===== src/rtl/lsd_spi_pkg.sv =====
package lsd_spi_pkg;

    localparam int unsigned FRAME_W = 24;
    localparam int unsigned DATA_W  = 16;
    localparam int unsigned OP_W    = 6;
    localparam int unsigned OP_LSB  = FRAME_W - OP_W;
    localparam int unsigned CNT_W   = $clog2(FRAME_W);

    typedef enum logic [OP_W-1:0] {
        OP_ONOFF   = 6'd0,
        OP_OLEN    = 6'd1,
        OP_RETRY   = 6'd2,
        OP_SFPD    = 6'd3,
        OP_PWMEN   = 6'd4,
        OP_ANDOR   = 6'd5,
        OP_SOFTRST = 6'd6
    } opcode_e;

    typedef struct packed {
        logic [DATA_W-1:0] on_off;
        logic [DATA_W-1:0] ol_en;
        logic [DATA_W-1:0] sfpd;
        logic [DATA_W-1:0] pwm_en;
        logic [DATA_W-1:0] and_or;
        logic              rt_thermal;
        logic              rt_ov;
    } ctrl_regs_t;

    function automatic ctrl_regs_t por_regs();
        ctrl_regs_t r;
        r.on_off     = '0;
        r.ol_en      = '0;
        r.sfpd       = '1;
        r.pwm_en     = '0;
        r.and_or     = '0;
        r.rt_thermal = 1'b0;
        r.rt_ov      = 1'b0;
        return r;
    endfunction

    function automatic logic [FRAME_W-1:0] pack_status(
        input logic              ov,
        input logic [DATA_W-1:0] flt
    );
        return {ov | (|flt), ov, {(FRAME_W-DATA_W-2){1'b0}}, flt};
    endfunction

endpackage


===== src/rtl/lsd_spi_sync.sv =====
module lsd_spi_sync #(
    parameter int unsigned      W        = 4,
    parameter int unsigned      STAGES   = 2,
    parameter logic [W-1:0]     INIT_VAL = '0
) (
    input  logic         clk,
    input  logic         rst,
    input  logic [W-1:0] d,
    output logic [W-1:0] q
);
    logic [W-1:0] stg [STAGES];

    for (genvar k = 0; k < STAGES; k++) begin : g_stage
        if (k == 0) begin : g_first
            always_ff @(posedge clk) begin
                if (rst) stg[k] <= INIT_VAL;
                else     stg[k] <= d;
            end
        end else begin : g_next
            always_ff @(posedge clk) begin
                if (rst) stg[k] <= INIT_VAL;
                else     stg[k] <= stg[k-1];
            end
        end
    end

    assign q = stg[STAGES-1];
endmodule


===== src/rtl/lsd_spi_shifter.sv =====
module lsd_spi_shifter
    import lsd_spi_pkg::*;
(
    input  logic               clk,
    input  logic               clr,
    input  logic               sclk_s,
    input  logic               cs_n_s,
    input  logic               si_s,
    input  logic [FRAME_W-1:0] status_word,
    output logic               so_bit,
    output logic [FRAME_W-1:0] frame_word,
    output logic               frame_go
);
    localparam logic [CNT_W-1:0] LAST = CNT_W'(FRAME_W - 1);

    logic [FRAME_W-1:0] sr;
    logic [CNT_W-1:0]   cnt;
    logic               seen;
    logic               sclk_q, cs_q, so_q, go_q;
    logic               cs_fall, cs_rise, sclk_rise, sclk_fall;

    assign cs_fall   = !cs_n_s && cs_q;
    assign cs_rise   = cs_n_s && !cs_q;
    assign sclk_rise = sclk_s && !sclk_q;
    assign sclk_fall = !sclk_s && sclk_q;

    always_ff @(posedge clk) begin
        if (clr) begin
            sr     <= '0;
            cnt    <= '0;
            seen   <= 1'b0;
            sclk_q <= 1'b0;
            cs_q   <= 1'b1;
            so_q   <= 1'b0;
            go_q   <= 1'b0;
        end else begin
            sclk_q <= sclk_s;
            cs_q   <= cs_n_s;
            go_q   <= cs_rise && seen && (cnt == '0);
            if (cs_fall) begin
                sr   <= status_word;
                so_q <= status_word[FRAME_W-1];
                cnt  <= '0;
                seen <= 1'b0;
            end else if (!cs_n_s) begin
                if (sclk_rise) so_q <= sr[FRAME_W-1];
                if (sclk_fall) begin
                    sr   <= {sr[FRAME_W-2:0], si_s};
                    cnt  <= (cnt == LAST) ? '0 : cnt + 1'b1;
                    seen <= 1'b1;
                end
            end
        end
    end

    assign so_bit     = so_q;
    assign frame_word = sr;
    assign frame_go   = go_q;

    p_cnt_range_r7: assert property (@(posedge clk) disable iff (clr)
        cnt <= LAST);
    p_go_boundary_r7: assert property (@(posedge clk) disable iff (clr)
        frame_go |-> (seen && cnt == '0 && cs_n_s));
    p_idle_silent_r11: assert property (@(posedge clk) disable iff (clr)
        (cs_n_s && cs_q) |=> $stable(sr));
endmodule


===== src/rtl/lsd_spi_regfile.sv =====
module lsd_spi_regfile
    import lsd_spi_pkg::*;
(
    input  logic               clk,
    input  logic               clr,
    input  logic               go,
    input  logic [FRAME_W-1:0] word,
    output ctrl_regs_t         regs
);
    ctrl_regs_t        q;
    logic [OP_W-1:0]   op;
    logic [DATA_W-1:0] dat;
    ctrl_regs_t        por;

    assign op  = word[FRAME_W-1:OP_LSB];
    assign dat = word[DATA_W-1:0];
    assign por = por_regs();

    always_ff @(posedge clk) begin
        if (clr) begin
            q <= por;
        end else if (go) begin
            case (op)
                OP_ONOFF:  q.on_off <= dat;
                OP_OLEN:   q.ol_en  <= dat;
                OP_SFPD:   q.sfpd   <= dat;
                OP_PWMEN:  q.pwm_en <= dat;
                OP_ANDOR:  q.and_or <= dat;
                OP_RETRY: begin
                    q.rt_thermal <= word[DATA_W+1];
                    q.rt_ov      <= word[DATA_W];
                end
                OP_SOFTRST: begin
                    q.on_off <= por.on_off;
                    q.sfpd   <= por.sfpd;
                    q.pwm_en <= por.pwm_en;
                    q.and_or <= por.and_or;
                end
                default: ;
            endcase
        end
    end

    assign regs = q;

    p_idle_hold_r6: assert property (@(posedge clk) disable iff (clr)
        !go |=> $stable(q));
    p_softrst_keeps_r5: assert property (@(posedge clk) disable iff (clr)
        (go && op == OP_SOFTRST) |=> ($stable(q.ol_en) && $stable(q.rt_thermal)
                                      && $stable(q.rt_ov) && (&q.sfpd) && q.on_off == '0));
    p_unknown_op_r8: assert property (@(posedge clk) disable iff (clr)
        (go && op > OP_SOFTRST) |=> $stable(q));
endmodule


===== src/rtl/lsd_spi_top.sv =====
module lsd_spi_top
    import lsd_spi_pkg::*;
#(
    parameter int unsigned SYNC_STAGES = 2
) (
    input  logic              clk,
    input  logic              rst,
    input  logic              rst_pin_n,
    input  logic              sclk,
    input  logic              cs_n,
    input  logic              si,
    input  logic              ov_fault,
    input  logic [DATA_W-1:0] out_fault,
    output logic              so,
    output logic              so_oe,
    output logic [DATA_W-1:0] on_off,
    output logic [DATA_W-1:0] ol_en,
    output logic [DATA_W-1:0] sfpd,
    output logic [DATA_W-1:0] pwm_en,
    output logic [DATA_W-1:0] and_or,
    output logic              retry_thermal,
    output logic              retry_ov
);
    localparam int unsigned NPIN = 4;

    logic [NPIN-1:0]    pins_s;
    logic               sclk_s, cs_n_s, si_s, rstpin_s, clr;
    logic [FRAME_W-1:0] word;
    logic               go;
    ctrl_regs_t         regs;

    lsd_spi_sync #(
        .W        (NPIN),
        .STAGES   (SYNC_STAGES),
        .INIT_VAL (4'b0010)
    ) u_sync (
        .clk (clk),
        .rst (rst),
        .d   ({rst_pin_n, si, cs_n, sclk}),
        .q   (pins_s)
    );

    assign sclk_s   = pins_s[0];
    assign cs_n_s   = pins_s[1];
    assign si_s     = pins_s[2];
    assign rstpin_s = pins_s[3];
    assign clr      = rst || !rstpin_s;

    lsd_spi_shifter u_shift (
        .clk         (clk),
        .clr         (clr),
        .sclk_s      (sclk_s),
        .cs_n_s      (cs_n_s),
        .si_s        (si_s),
        .status_word (pack_status(ov_fault, out_fault)),
        .so_bit      (so),
        .frame_word  (word),
        .frame_go    (go)
    );

    lsd_spi_regfile u_regs (
        .clk  (clk),
        .clr  (clr),
        .go   (go),
        .word (word),
        .regs (regs)
    );

    assign so_oe         = !cs_n_s;
    assign on_off        = regs.on_off;
    assign ol_en         = regs.ol_en;
    assign sfpd          = regs.sfpd;
    assign pwm_en        = regs.pwm_en;
    assign and_or        = regs.and_or;
    assign retry_thermal = regs.rt_thermal;
    assign retry_ov      = regs.rt_ov;

    p_first_bit_r9: assert property (@(posedge clk) disable iff (clr)
        $fell(cs_n_s) |=> so == ($past(ov_fault) || (|$past(out_fault))));
endmodule


===== config.mk =====
export PLATFORM = sky130hd
export DESIGN_NAME = lsd_spi_top
export DESIGN_NICKNAME = d
export VERILOG_FILES = /design/src/rtl/lsd_spi_pkg.sv /design/src/rtl/lsd_spi_sync.sv /design/src/rtl/lsd_spi_shifter.sv /design/src/rtl/lsd_spi_regfile.sv /design/src/rtl/lsd_spi_top.sv
export SDC_FILE = /design/constraint.sdc
export NUM_CORES = 1
export LEC_CHECK = 0
export ABC_AREA = 1
export BUFFER_PORTS_ARGS = -buffer_cell sky130_fd_sc_hd__buf_4
export CAP_MARGIN = 20
export CELL_PAD_IN_SITES_DETAIL_PLACEMENT = 0
export CELL_PAD_IN_SITES_GLOBAL_PLACEMENT = 2
export CORE_UTILIZATION = 25
export DETAILED_ROUTE_END_ITERATION = 10
export HOLD_SLACK_MARGIN = 0.1
export PLACE_DENSITY = 0.68
export SLEW_MARGIN = 20
export SYNTH_ARGS = -nofsm -noshare
export SYNTH_HDL_FRONTEND = slang
export SYNTH_SLANG_ARGS = --single-unit

===== constraint.sdc =====
create_clock -name clk -period 1.54 [get_ports clk]
set_input_delay 0.077 -clock clk [delete_from_list [all_inputs] [get_ports clk]]
set_output_delay 0.077 -clock clk [all_outputs]
set_load 0.01 [all_outputs]

# Word level (Yosys, flattened, before mapping)
# Memory sizes are Yosys's and may differ from the RTL's.
# Index checks and enable logic that the tools add are counted.
# classes
addsub	1
n_eq_ne	8
n_mux	16
bitwise	4
n_reduce_logical	31
# ops
cell	count
$pmux 16 s2	4
$mux 24	3
$eq 6x3->1 const B	3
$reduce_and 2->1	9
$reduce_or 16->1	1
$eq 6x2->1 const B	2
$reduce_bool 2->1	6
$mux 4	2
$eq 6x1->1 const B	1
$logic_and 1x1->1	6
$logic_not 6->1	1
$mux 1	6
$add 5x1->5 const B	1
$eq 5x5->1 const B	1
$logic_not 1->1	5
$logic_not 5->1	1
$mux 5	1
$or 1x1->1	3
$ne 2x1->1 const B	1
$reduce_or 2->1	1
$logic_or 1x1->1	1
$not 1->1	1
# totals
regBits	116
ram_bits	8
input_bits	23
word_cells	76
mem_count	1
# memory_table
name	depth	width	read_ports	rd_ports_with_merged_regs	write_ports	line_no	text
u_sync.stg	2	4	2	0	2	lsd_spi_sync.sv:11	logic [W-1:0] stg [STAGES];

# Depth between registers and ports, before layout
# An unclocked memory read counts as a cell.
# depth
depth_word	6
ltp_mapped	10
depth_no_buf	9

# Modules after synthesis
# A second synthesis with hierarchy kept.
# unflattened
hier_cells	733
hier_area_um2	5316.3
# by_module_without_submodules
module	instances	cells_each	area_each_um2	seq_area_each_um2
lsd_spi_regfile	1	437	3291.9	1641.6
lsd_spi_shifter	1	253	1727.9	680.7
lsd_spi_sync	1	25	224.0	160.2
lsd_spi_top	1	18	72.6	0.0

# Worst setup path after synthesis
# Ideal clock, no wire load.
# synth_timing
path_kind	reg2reg
from	register u_shift.sr[21], in the netlist u_shift.frame_word[21]
to	register u_regs.regs[56] (netlist name)
arrival_time_ps	1160
required_ps	1424
setup_slack_ps	264
stages_incl_launch_ff	8
period_less_slack_ps	1276
path_cell_list	dfxtp_1 -> nor2_1 -> inv_2 -> nor2_4 -> nand3_4 -> clkbuf_2 -> o21ai_0 -> nor2_1
# synth_via
elab_chain_len	2
# synth_lines
element	line_no	text
from (decl)	lsd_spi_shifter.sv:16	logic [FRAME_W-1:0] sr;
from (signal assigned)	lsd_spi_shifter.sv:41	sr <= status_word;
from (signal assigned)	lsd_spi_shifter.sv:48	sr <= {sr[FRAME_W-2:0], si_s};
$eq 6x1->1	lsd_spi_regfile.sv:23	case (op)
$reduce_and 2->1 (no line)	n/a	
# Every way passes these cells.
# A chain may end at the register's enable or synchronous reset.

# Worst setup path after layout
# layout_timing
from	register u_shift.sr[23], in the netlist u_shift.frame_word[23]
to	register u_regs.regs[63] (netlist name)
# layout_via
elab_chain_len	2
# layout_lines
element	line_no
$eq 6x1->1	lsd_spi_regfile.sv:23
$reduce_and 2->1 (no line)	n/a
# Every way passes these cells.

==> impl_summary.md <==
Setup path
The startpoint identified for the worst register-to-register timing path is u_shift.frame_word[23]. The endpoint identified for the worst register-to-register timing path is u_regs.regs[63]. Counting stages on the worst path, the most repeated cell is sky130_fd_sc_hd__nor2_4. Counting cells, the worst reg-to-reg path comes to 7. The largest stage delay on the critical path is 0.34 ns. The critical path capture point is u_regs.regs[63]. At the worst endpoint, the required time is 1.84 ns. The nature of the critical path startpoint is a flop. STA puts the critical path data arrival time at 1.77 ns. The worst setup path is captured at a flop. The classification of the worst setup path is reg -> reg. Tracing the worst setup path back leads to its startpoint at u_shift.frame_word[23]. The cell with the largest stage delay on the worst path is sky130_fd_sc_hd__dfxtp_1. In this run the worst path has a maximum fanout of 5. Walking the worst path, the cells encountered are nor2_4 > nand2_2 > nor2_4 > buf_12 > nand3_2 > o21ai_0 > nor2_1. The reg-to-reg setup timing slack is 0.08 ns.

Worst hold path
The path class of the tightest hold or removal check is reg -> reg.

Routing
In the routed design, unresolved DRC markers number 0. The number of nets with antenna violations after detailed routing is 0. In the detailed route, the total length drawn on met2 is 7380 µm.

The violation count after the first detailed-routing iteration is 266. The detailed-route via count is 4,812. In the final routed layout, each cell accounts on average for 14.1 µm. For this run, the detailed router's first-pass iteration total came to 4. The per-cell via count in the routed design is 4.26. The final layout contains routed wiring with a total length of 15,900 µm. Signal routing reaches up to met4. The detailed router put a total of 7590 µm of wire on met1. The met3 routed wirelength is 665 µm.

Timing
The largest clock skew in the final design is 0.0109 ns. The count of final hold-check violations is 0. The max-slew violation total from the final report was 0. The slew at the pin with the worst max-slew slack is 0.463 ns.

Setup repair after global routing could not meet its margin everywhere. The setup TNS after final layout is 0 ns. The post-layout worst setup margin is 0.0780 ns. Setup violations remaining at the end of the flow were counted as 0. The post-route fraction of the period consumed by the critical path is 94.9%.

The smallest clock period supported by the final layout is computed as 1.46 ns. Derived from the worst setup path, the maximum achievable clock frequency is 684 MHz. Headroom to the max-slew limit came out at 69.1%.

Power and ir drop
IR analysis of the VDD net gives a maximum drop of 0.000761 V. The total power draw is 0.00753 W. The leakage dissipation is 3.31 nW. For this design the ratio of total power to cell area is 1050 nW/µm².

Global routing
Entering global routing, the biggest net connects 102 pins. The first global-routing pass estimated 24,200 µm of wire. The number of global-route vias before repair is 4,501. The residual overflow from global routing is 0.

The initial antenna violation count is 0. Global routing used 15.7% of the available tracks across all layers.

Finish
Once layout is complete, the cells apart from fillers number 1,129. The post-route standard cell area excluding fillers is 7160 µm². The layout net count is 876. Fill cells in the final layout number 2,152.

The number of antenna cells inserted is 0. From synthesis to final layout, the design area changed by 41.1%. Of the cells placed in the final design, the portion with a size suffix greater than 1 is 22.5%.

Synthesis
The average instance area after synthesis is 7.15 µm². The net count of the mapped netlist is 735. After synthesis the netlist holds a flip-flop and latch count of 124. Yosys printed 0 warnings. The sequential fraction of the synthesis area is 48.9%. The number of different library cells in the post-synthesis netlist is 26.

The count of mapped cells out of synthesis is 710. The synthesized netlist occupies a cell area of 5080 µm².

Place
OpenSTA, run right after detailed placement, puts the worst setup slack at 0.00989 ns. The routability congestion estimate is 0.791. The number of port buffers is 106. In this run the cell area measured after placement is 6170 µm². Once detailed placement completed, the half-perimeter wirelength came to 10,900 µm. The total placed cells including tap cells is 1,063.

Floorplan
The I/O pin count is 107. The floorplan die height is 145 µm. The initialized floorplan defines 51 standard-cell rows. From left edge to right edge, the die measures 145 µm. The initial cell density of the core is 25.8%. The die covers 20,900 µm². The area inside the core boundary is 19,700 µm².

Clock network
The latest clock arrival within the worst-skew pair is 0.42 ns. The H-tree was split into 4 levels. The maximum clock insertion buffer count is 2. TritonCTS built the clock tree. After clock tree synthesis, the clock-pin slew on the worst setup and hold paths is 0.06 ns. CTS saw 124 sinks. The tree is rooted in a sky130_fd_sc_hd__clkbuf_16. The CTS buffer count is 17.

Status
The flow ran to the end, and the final reports show no timing, DRC or antenna violations.

Flow run
The max capacitance violation total is 0.
-- metrics by stage --
stage                     util (%)  hold slack (ns)
after floorplan                  -            0.181
after global placement        31.4            0.263
after detailed placement      31.4            0.270
after CTS                     35.8            0.405
after global routing          36.4            0.429
final                         36.4            0.403
-- layer usage --
| metal | up-vias | GRT usage, % |
|---|---|---|
| met2 | 104 | 24.9 |
| li1 | 2502 | - |
| met3 | 25 | 3.44 |
| met1 | 2181 | 20.5 |
| met5 | - | 0 |
| met4 | 0 | 6.20 |
-- synth_stat cells --
| master | n | share of area, % |
|---|---|---|
| sky130_fd_sc_hd__or2_2 | 3 | 0.37 |
| sky130_fd_sc_hd__nand2_2 | 5 | 0.62 |
| sky130_fd_sc_hd__dfxtp_1 | 124 | 49 |
| sky130_fd_sc_hd__nand3_1 | 53 | 5.2 |
| sky130_fd_sc_hd__nand3_4 | 1 | 0.35 |
| sky130_fd_sc_hd__nand2_4 | 1 | 0.22 |
| sky130_fd_sc_hd__inv_2 | 8 | 0.59 |
| sky130_fd_sc_hd__nand2_1 | 149 | 11 |
| sky130_fd_sc_hd__nor2_1 | 151 | 11 |
| sky130_fd_sc_hd__a21oi_1 | 15 | 1.5 |
| sky130_fd_sc_hd__nand4_1 | 3 | 0.37 |
| sky130_fd_sc_hd__nand3_2 | 3 | 0.59 |
| sky130_fd_sc_hd__nor2_4 | 5 | 1.1 |
| sky130_fd_sc_hd__nor3_1 | 9 | 0.89 |
| sky130_fd_sc_hd__nor2_2 | 4 | 0.49 |
| sky130_fd_sc_hd__nor2_8 | 1 | 0.39 |
| sky130_fd_sc_hd__clkbuf_1 | 6 | 0.44 |
| sky130_fd_sc_hd__buf_6 | 2 | 0.44 |
| sky130_fd_sc_hd__inv_1 | 69 | 5.1 |
| sky130_fd_sc_hd__buf_4 | 5 | 0.74 |
| sky130_fd_sc_hd__clkinv_2 | 1 | 0.098 |
| sky130_fd_sc_hd__nand3b_1 | 1 | 0.15 |
| sky130_fd_sc_hd__o21ai_0 | 70 | 6.9 |
| sky130_fd_sc_hd__clkbuf_2 | 2 | 0.20 |
| sky130_fd_sc_hd__ha_1 | 2 | 0.49 |
| sky130_fd_sc_hd__buf_2 | 17 | 1.7 |
-- final cells by class --
class	instances	area, µm²	share of cell area [%]
clock inverters	11	143	1.99
flip-flops and latches	124	2480	34.7
clock buffers	21	460	6.43
inverters	78	298	4.16
multi-input cells	478	2170	30.4
repair buffers	152	1270	17.8
well taps	265	332	4.63
-- placed cells by master (no fill, tap or decap), types with 2 or more instances in the layout --
master / count
sky130_fd_sc_hd__a21oi_1: 15
sky130_fd_sc_hd__ha_1: 2
sky130_fd_sc_hd__inv_2: 8
sky130_fd_sc_hd__nand3_2: 4
sky130_fd_sc_hd__clkinvlp_4: 5
sky130_fd_sc_hd__dfxtp_1: 123
sky130_fd_sc_hd__or2_2: 3
sky130_fd_sc_hd__clkbuf_1: 2
sky130_fd_sc_hd__clkinv_2: 3
sky130_fd_sc_hd__nand4_1: 3
sky130_fd_sc_hd__nor3_1: 9
sky130_fd_sc_hd__inv_1: 69
sky130_fd_sc_hd__nand3_1: 53
sky130_fd_sc_hd__nor2_4: 6
sky130_fd_sc_hd__buf_4: 120
sky130_fd_sc_hd__bufinv_16: 3
sky130_fd_sc_hd__nand2_1: 148
sky130_fd_sc_hd__clkbuf_8: 2
sky130_fd_sc_hd__nand2_2: 4
sky130_fd_sc_hd__dlygate4sd3_1: 26
sky130_fd_sc_hd__nand3_4: 2
sky130_fd_sc_hd__buf_12: 5
sky130_fd_sc_hd__nand2_4: 3
sky130_fd_sc_hd__clkbuf_16: 17
sky130_fd_sc_hd__nor2_2: 4
sky130_fd_sc_hd__o21ai_0: 69
sky130_fd_sc_hd__nor2_1: 150
-- where the power goes --
group          leakage, nW  total [W]  internal, W  switching [W]
sequential            1.00    0.00323      0.00322     0.00000919
combinational         2.03   0.000214     0.000113       0.000101
clock                0.281    0.00408      0.00262        0.00147
-- worst min-delay path by stage --
stage,startpoint,endpoint,cells after the start
6_report,u_sync.stg[0][2],u_sync.stg[1][2],2
5_1_grt,u_sync.stg[0][1],u_sync.stg[1][1],1
4_1_cts,u_sync.stg[0][2],u_sync.stg[1][2],2
3_5_place_dp,cs_n,u_sync.stg[0][1],2
2_1_floorplan,cs_n,u_sync.stg[0][1],1
3_3_place_gp,cs_n,u_sync.stg[0][1],2
-- sequential cells by signal (all words and copies together) (netlist names) --
name                cells
u_shift.cs_q            1
u_shift.seen            1
u_shift.sclk_q          1
u_shift.frame_go        1
u_shift.so_bit          1
u_sync.stg              8
u_shift.cnt             5
u_regs.regs            82
u_shift.frame_word     24
-- worst max-delay path: cells and delay by family, from the launching register on --
family	cells	cell delay [ns]
buffers and inverters	1	0.15
AND/OR/NAND/NOR	5	0.66
AO/OA/AOI/OAI	1	0.22
flip-flops	1	0.34
-- cells by family after synthesis --
family / count (synthesis) / synth area share [%]
AND/OR/NAND/NOR: 389 / 32.9
flip-flops: 124 / 48.9
buffers and inverters: 110 / 9.29
AO/OA/AOI/OAI: 85 / 8.38
adder cells (fa/ha/maj): 2 / 0.493
-- timing repair --
| item | in CTS | in global routing |
|---|---|---|
| endpoints found under the hold margin | 27 | 0 |
| setup endpoints to repair | 0 | 41 |
| resized for setup | 0 | 11 |
| hold buffers | 26 | 0 |
| buffers inserted | 0 | 6 |
No activity file was read; power rests on OpenSTA's default activity.
